`src/rtl/vc_credit_pkg.sv`:
```
// Shared types for the output-port channel credit tracker.
package vc_credit_pkg;
    typedef enum logic {
        VC_IDLE   = 1'b0,
        VC_ACTIVE = 1'b1
    } vc_state_e;
endpackage

```
`src/rtl/vc_free_picker.sv`:
```
// Finds the lowest set bit of a free-channel mask for one virtual network.
// Assumes: purely combinational, mask width is VCS_PER_VNET.
module vc_free_picker #(
    parameter int VCS_PER_VNET = 4,
    localparam int LOC_W = (VCS_PER_VNET > 1) ? $clog2(VCS_PER_VNET) : 1
) (
    input  logic [VCS_PER_VNET-1:0] idle_i,
    output logic                    found_o,
    output logic [LOC_W-1:0]        idx_o
);
    // Priority scan from the top so the lowest index wins last.
    always_comb begin
        found_o = 1'b0;
        idx_o   = '0;
        for (int i = VCS_PER_VNET - 1; i >= 0; i--) begin
            if (idle_i[i]) begin
                found_o = 1'b1;
                idx_o   = LOC_W'(i);
            end
        end
    end
endmodule

```
`src/rtl/vc_credit_slot.sv`:
```
// State and credit counter for one output channel.
// Assumes: senders never spend a credit at zero and downstream never
// returns more than DEPTH credits. A release has priority over a take.
module vc_credit_slot
    import vc_credit_pkg::*;
#(
    parameter int DEPTH = 4,
    localparam int CNT_W = $clog2(DEPTH + 1)
) (
    input  logic             clk,
    input  logic             rst_n,
    input  logic             take_i,
    input  logic             send_i,
    input  logic             ret_i,
    input  logic             rel_i,
    output vc_state_e        state_o,
    output logic [CNT_W-1:0] cnt_o
);
    vc_state_e        state_q;
    logic [CNT_W-1:0] cnt_q;

    // Ownership: a release beats a take in the same cycle.
    always_ff @(posedge clk) begin
        if (!rst_n)      state_q <= VC_IDLE;
        else if (rel_i)  state_q <= VC_IDLE;
        else if (take_i) state_q <= VC_ACTIVE;
    end

    // Credit count: a send and a return together cancel out.
    always_ff @(posedge clk) begin
        if (!rst_n) cnt_q <= CNT_W'(DEPTH);
        else begin
            case ({ret_i, send_i})
                2'b10:   cnt_q <= cnt_q + 1'b1;
                2'b01:   cnt_q <= cnt_q - 1'b1;
                default: cnt_q <= cnt_q;
            endcase
        end
    end

    assign state_o = state_q;
    assign cnt_o   = cnt_q;

    p_no_underflow_r5: assert property (@(posedge clk) disable iff (!rst_n)
        send_i && !ret_i |-> cnt_q != '0);
    p_no_overflow_r6: assert property (@(posedge clk) disable iff (!rst_n)
        ret_i && !send_i |-> cnt_q < CNT_W'(DEPTH));
    p_release_wins_r9: assert property (@(posedge clk) disable iff (!rst_n)
        rel_i |=> state_q == VC_IDLE);
    p_net_zero_r10: assert property (@(posedge clk) disable iff (!rst_n)
        ret_i && send_i |=> $stable(cnt_q));
endmodule

```
`src/rtl/vc_credit_tracker.sv`:
```
// Output-port channel credit tracker. Channels are grouped per virtual
// network; allocation grants the lowest free channel of a group in the
// same cycle and marks it ACTIVE at the edge. Credits from downstream
// arrive one per cycle and may release their channel.
// Assumes: alloc_vnet < NUM_VNETS when alloc_req is high.
module vc_credit_tracker
    import vc_credit_pkg::*;
#(
    parameter int NUM_VNETS    = 3,
    parameter int VCS_PER_VNET = 4,
    parameter int BUF_DEPTH    = 4,
    localparam int NUM_VCS = NUM_VNETS * VCS_PER_VNET,
    localparam int VC_W    = (NUM_VCS > 1) ? $clog2(NUM_VCS) : 1,
    localparam int VN_W    = (NUM_VNETS > 1) ? $clog2(NUM_VNETS) : 1,
    localparam int LOC_W   = (VCS_PER_VNET > 1) ? $clog2(VCS_PER_VNET) : 1,
    localparam int CNT_W   = $clog2(BUF_DEPTH + 1)
) (
    input  logic               clk,
    input  logic               rst_n,
    input  logic               alloc_req,
    input  logic [VN_W-1:0]    alloc_vnet,
    output logic               alloc_avail,
    output logic               alloc_grant,
    output logic [VC_W-1:0]    alloc_vc,
    input  logic               send_valid,
    input  logic [VC_W-1:0]    send_vc,
    input  logic               credit_valid,
    input  logic [VC_W-1:0]    credit_vc,
    input  logic               credit_free,
    input  logic [VC_W-1:0]    cq_vc,
    output logic [CNT_W-1:0]   cq_credits,
    output logic               cq_has_credit,
    output logic [NUM_VCS-1:0] vc_busy
);
    vc_state_e        st   [NUM_VCS];
    logic [CNT_W-1:0] cnt  [NUM_VCS];
    logic [NUM_VCS-1:0] idle;
    logic [NUM_VNETS-1:0] grp_found;
    logic [LOC_W-1:0]     grp_idx [NUM_VNETS];

    // One slot per channel.
    for (genvar g = 0; g < NUM_VCS; g++) begin : g_slot
        vc_credit_slot #(.DEPTH(BUF_DEPTH)) slot_i (
            .clk     (clk),
            .rst_n   (rst_n),
            .take_i  (alloc_grant && alloc_vc == VC_W'(g)),
            .send_i  (send_valid && send_vc == VC_W'(g)),
            .ret_i   (credit_valid && credit_vc == VC_W'(g)),
            .rel_i   (credit_valid && credit_free && credit_vc == VC_W'(g)),
            .state_o (st[g]),
            .cnt_o   (cnt[g])
        );
        assign idle[g]    = (st[g] == VC_IDLE);
        assign vc_busy[g] = (st[g] == VC_ACTIVE);
    end

    // One lowest-first picker per virtual network.
    for (genvar v = 0; v < NUM_VNETS; v++) begin : g_grp
        vc_free_picker #(.VCS_PER_VNET(VCS_PER_VNET)) pick_i (
            .idle_i  (idle[v*VCS_PER_VNET +: VCS_PER_VNET]),
            .found_o (grp_found[v]),
            .idx_o   (grp_idx[v])
        );
    end

    // Select the requested group's result and form the global index.
    always_comb begin
        alloc_avail = 1'b0;
        alloc_vc    = '0;
        for (int v = 0; v < NUM_VNETS; v++) begin
            if (alloc_vnet == VN_W'(v)) begin
                alloc_avail = grp_found[v];
                alloc_vc    = VC_W'(v * VCS_PER_VNET) + VC_W'(grp_idx[v]);
            end
        end
        alloc_grant = alloc_req && alloc_avail;
    end

    // Credit query read-out.
    always_comb begin
        cq_credits = '0;
        for (int i = 0; i < NUM_VCS; i++)
            if (cq_vc == VC_W'(i)) cq_credits = cnt[i];
        cq_has_credit = (cq_credits != '0);
    end

    p_grant_idle_r3: assert property (@(posedge clk) disable iff (!rst_n)
        alloc_grant |-> idle[alloc_vc]);
    p_grant_takes_r3: assert property (@(posedge clk) disable iff (!rst_n)
        alloc_grant && !(credit_valid && credit_free && credit_vc == alloc_vc)
        |=> vc_busy[$past(alloc_vc)]);
    p_no_grant_empty_r4: assert property (@(posedge clk) disable iff (!rst_n)
        alloc_req && !alloc_avail |-> !alloc_grant);
    p_release_idle_r7: assert property (@(posedge clk) disable iff (!rst_n)
        credit_valid && credit_free |=> !vc_busy[$past(credit_vc)]);
endmodule

```
`config.mk`:
```
export PLATFORM = sky130hd
export DESIGN_NAME = vc_credit_tracker
export DESIGN_NICKNAME = d
export VERILOG_FILES = /design/src/rtl/vc_credit_pkg.sv /design/src/rtl/vc_free_picker.sv /design/src/rtl/vc_credit_slot.sv /design/src/rtl/vc_credit_tracker.sv
export SDC_FILE = /design/constraint.sdc
export NUM_CORES = 1
export LEC_CHECK = 0
export BUFFER_PORTS_ARGS = -buffer_cell sky130_fd_sc_hd__buf_2
export CAP_MARGIN = 10
export CORE_AREA = 3 3 110 112
export DETAILED_ROUTE_END_ITERATION = 16
export DIE_AREA = 0 0 113 115
export PLACE_DENSITY = 0.53
export SLEW_MARGIN = 20
export SYNTH_ARGS = -nofsm -noshare
export SYNTH_HDL_FRONTEND = slang
export SYNTH_SLANG_ARGS = --single-unit
```
`constraint.sdc`:
```
create_clock -name clk -period 2.7 [get_ports clk]
set_input_delay 0.405 -clock clk [delete_from_list [all_inputs] [get_ports clk]]
set_output_delay 0.405 -clock clk [all_outputs]
set_load 0.005 [all_outputs]
```
==> impl_metrics.ini <==
[clock_network]
cts.clk_slew.worst_paths_ns = 0.07
cts_buffers = 5
cts.sinks = 48
cts_resized = 0
htree_num_levels = 2
clk_latency_ns = 0.29
cts_tree = yes
clock-root-buffer = clkbuf_16
max-clock-path-buffers = 2
ctsHoldBuffers = 0
cts_setup_buffers = 0

[layout]
drive_gt1_share_pct = 14.8
fill_cells = 1193
nets = 466
fin_area_um2 = 3760
ff_latch_area_um2 = 961
multiInputGateArea_um2 = 2050
syn2layout_area_growth_pct = 12.9
antenna_cells = 0

[timing]
setup_viol_count_final = 0
timing.slew.headroom_pct = 63.9
fmaxAchievable_mhz = 416
fin_crit_ns = 2.40
hold_viol = 0
worst_slack_ns = 0.296
final_max_slew_viol_count = 0
rsz0062_at_grt = false
setup_tns_ns = 0
tightest_slew_ns = 0.538
fin_worst_skew_ns = 0.00907
finalCritPeriodShare_pct = 89.0

[critical_path]
critPathTopFamily = simple AND/OR/NAND/NOR gates
cp-end-kind = output port
crit_chain = buf_2 -> inv_1 -> nor4_1 -> o32ai_1 -> a32o_1 -> or3_1 -> buf_2
r2r_cells = 6
critPathArrivalTime_ns = 2.00
cpPeakStageDelay_ns = 0.33
crit_path_end = cq_has_credit
timing.rr.start = g_slot[11].slot_i.state_o
crit_path_start = cq_vc[1]
cp_slowest_cell = or3_1
r2r_slack_ns = 0.83
cp_num_buf_inv = 3
reg2reg_to = g_slot[5].slot_i.state_o
critPathRequiredTime_ns = 2.30
path_max_fanout = 13
path_class = primary input to output port
start_kind = primary input
path_common_cell = buf_2
crit_cells = 7

[logic_synthesis]
async_flop_share_pct = 0
syn-cell-area_um2 = 3330
yosys_most_used_dff = dfxtp_1
synthTopCellsByArea = dfxtp_1 (29%), fa_1 (7.2%), ha_1 (6.4%), inv_1 (4.6%), and2_1 (4.5%)
synth.distinct_cells = 53
yosys.area_share.simple_pct = 23.5
synthAdderAreaFrac_pct = 13.6
synth_top_area_share_pct = 28.9
yosysSeqAreaShare_pct = 28.9
synthXorXnorAreaFrac_pct = 6.31
yosysWarnings = 0
synth.largest_area_cell = dfxtp_1
synth_edf_count = 0
syn_nets = 440
synth_compound_area_share_pct = 12.8
ys_seq_elements = 48
synthCells = 391
synthMuxAreaShare_pct = 5.41
avgSynthCellArea_um2 = 8.52
synth_top_family_by_area = simple AND/OR/NAND/NOR gates

[routing]
drc = 0
wl_met1_mm = 3.64
via_per_inst = 4.89
routed_wl_mm = 7.73
wl_per_cell_um = 13.8
first_iter_violations = 134
ant_nets = 0
dr_total_vias = 2741
drt_pre_antenna_iters = 4
wl_met2_mm = 3.66
highest_layer = met4
wl_met3_um = 328

[pwr]
ir_drop_mv = 0.231
clockPowerShare_pct = 44.7
leakage_nw = 1.32
combinationalPowerShare_pct = 11.8
switching_share_pct = 23.4
seq_power_share_pct = 43.5
pwr_density_cell_nw_per_um2 = 448
internal_power_w = 0.00129
switchingPower_w = 0.000394

[global_route]
grt_usage_pct = 12.6
grt_antenna_before_repair = 0
grt_overflow = 0
grt_pass1_vias = 2619
grt_max_degree = 27
grt_pass1_wl_mm = 13.3

[floorplan]
core.rowCount = 39
die_y_um = 115
dieArea_um2 = 13000
die-width_um = 113
pin_count = 42
core_um2 = 11300
initial_core_util_pct = 29.4

[min_path]
min_path_type = flop to flop
min_path_cells = 2
min_from = g_slot[3].slot_i.cnt_o[2]

[place]
gp_congestion = 0.860
io_buffers = 41
hpwl_mm = 6.08
post_dp_cell_area_um2 = 3580
pre_cts_slack_ns = 0.234

[job]
maxCapViolCount = 0

[outcome]
outcome = finished, final reports clean
[cell type report]
type / instances / share of cell area [%]
clock inverter: 1 / 0.798
inverter: 42 / 4.19
sequential: 48 / 25.5
timing repair buffer: 44 / 6.05
tap: 143 / 4.76
clock buffer: 7 / 4.06
multi-input combinational: 276 / 54.6
[synthesized netlist by cell type, types with 5 or more instances]
cell and n:
o21ai_0 28, xor2_1 12, o221ai_1 6, mux2i_1 6, nand2b_1 9, nand2_1 37, nor3_1 6, and2_1 24
clkbuf_1 6, buf_4 12, dfxtp_1 48, nor2_1 20, a21oi_1 5, ha_1 17, or3_1 13, xnor2_1 12
a31oi_1 8, fa_1 12, nand3_1 19, inv_1 41
[state kept, by name, summed over array words and instances (netlist names)]
signal,cells
g_slot.slot_i.cnt_o,36
g_slot.slot_i.state_o,12
[metrics by stage]
step / std cells / hold WS (ns) / total power [W] / util [%]
floorplan: 391 / 0.465 / 0.000883 / -
global placement: 553 / 0.492 / 0.000945 / 31.6
detailed placement: 553 / 0.495 / 0.000948 / 31.6
CTS: 561 / 0.505 / 0.00171 / 33.2
global route: 561 / 0.547 / 0.00177 / 33.2
finish: 561 / 0.504 / 0.00169 / 33.2
[worst reg2reg max path, stage by stage, from the launching register on]
cell      delay [ns]
dfxtp_1         0.44
nand2b_1        0.14
a21oi_1         0.07
nor3_2          0.49
inv_2           0.16
and4b_1         0.22
o221a_2         0.24
[cell usage in the layout (no fill, tap or decap), drive strengths merged, types with 5 or more instances in the layout]
master   n
a31oi    8
dfxtp   48
nor3     7
nand2b   9
xnor2   12
nand3   19
fa      12
nand2   37
ha      17
clkbuf   7
a21oi    5
mux4     5
mux2i    6
o221ai   6
and2    24
inv     42
nor2    20
or3     13
o21ai   29
xor2    12
buf     44
[metal layers]
layer | global-route usage [%] | up-vias
li1 | - | 1376
met1 | 17.4 | 1310
met2 | 20.5 | 45
met3 | 2.37 | 10
met4 | 3.04 | 0
met5 | 0 | -
[power groups by stage]
| stage | clock (W) | sequential, W | combinational [W] |
|---|---|---|---|
| final | 0.000753 | 0.000734 | 0.000198 |
| after floorplan | 0 | 0.000745 | 0.000137 |
| after global routing | 0.000807 | 0.000735 | 0.000226 |
| after global placement | 0 | 0.000750 | 0.000195 |
| after detailed placement | 0 | 0.000750 | 0.000198 |
| after CTS | 0.000779 | 0.000734 | 0.000200 |
[worst min-delay path by stage]
stage,end,slack [ns]
final,g_slot[3].slot_i.cnt_o[2],0.50
after detailed placement,g_slot[3].slot_i.cnt_o[2],0.50
after global placement,g_slot[6].slot_i.cnt_o[2],0.49
after floorplan,g_slot[4].slot_i.state_o,0.47
after global routing,g_slot[1].slot_i.cnt_o[2],0.55
after CTS,g_slot[3].slot_i.cnt_o[2],0.50
[logic make-up (layout without fill, tap and decap cells)]
group                    after synthesis  count (layout)
AND/OR/NAND/NOR                      147             147
buffers and inverters                 67              94
XOR/XNOR                              24              24
multiplexers                          11              11
flip-flops                            48              48
adder cells (fa/ha/maj)               29              29
AO/OA/AOI/OAI                         65              65
Power figures use the tool's default switching activity.
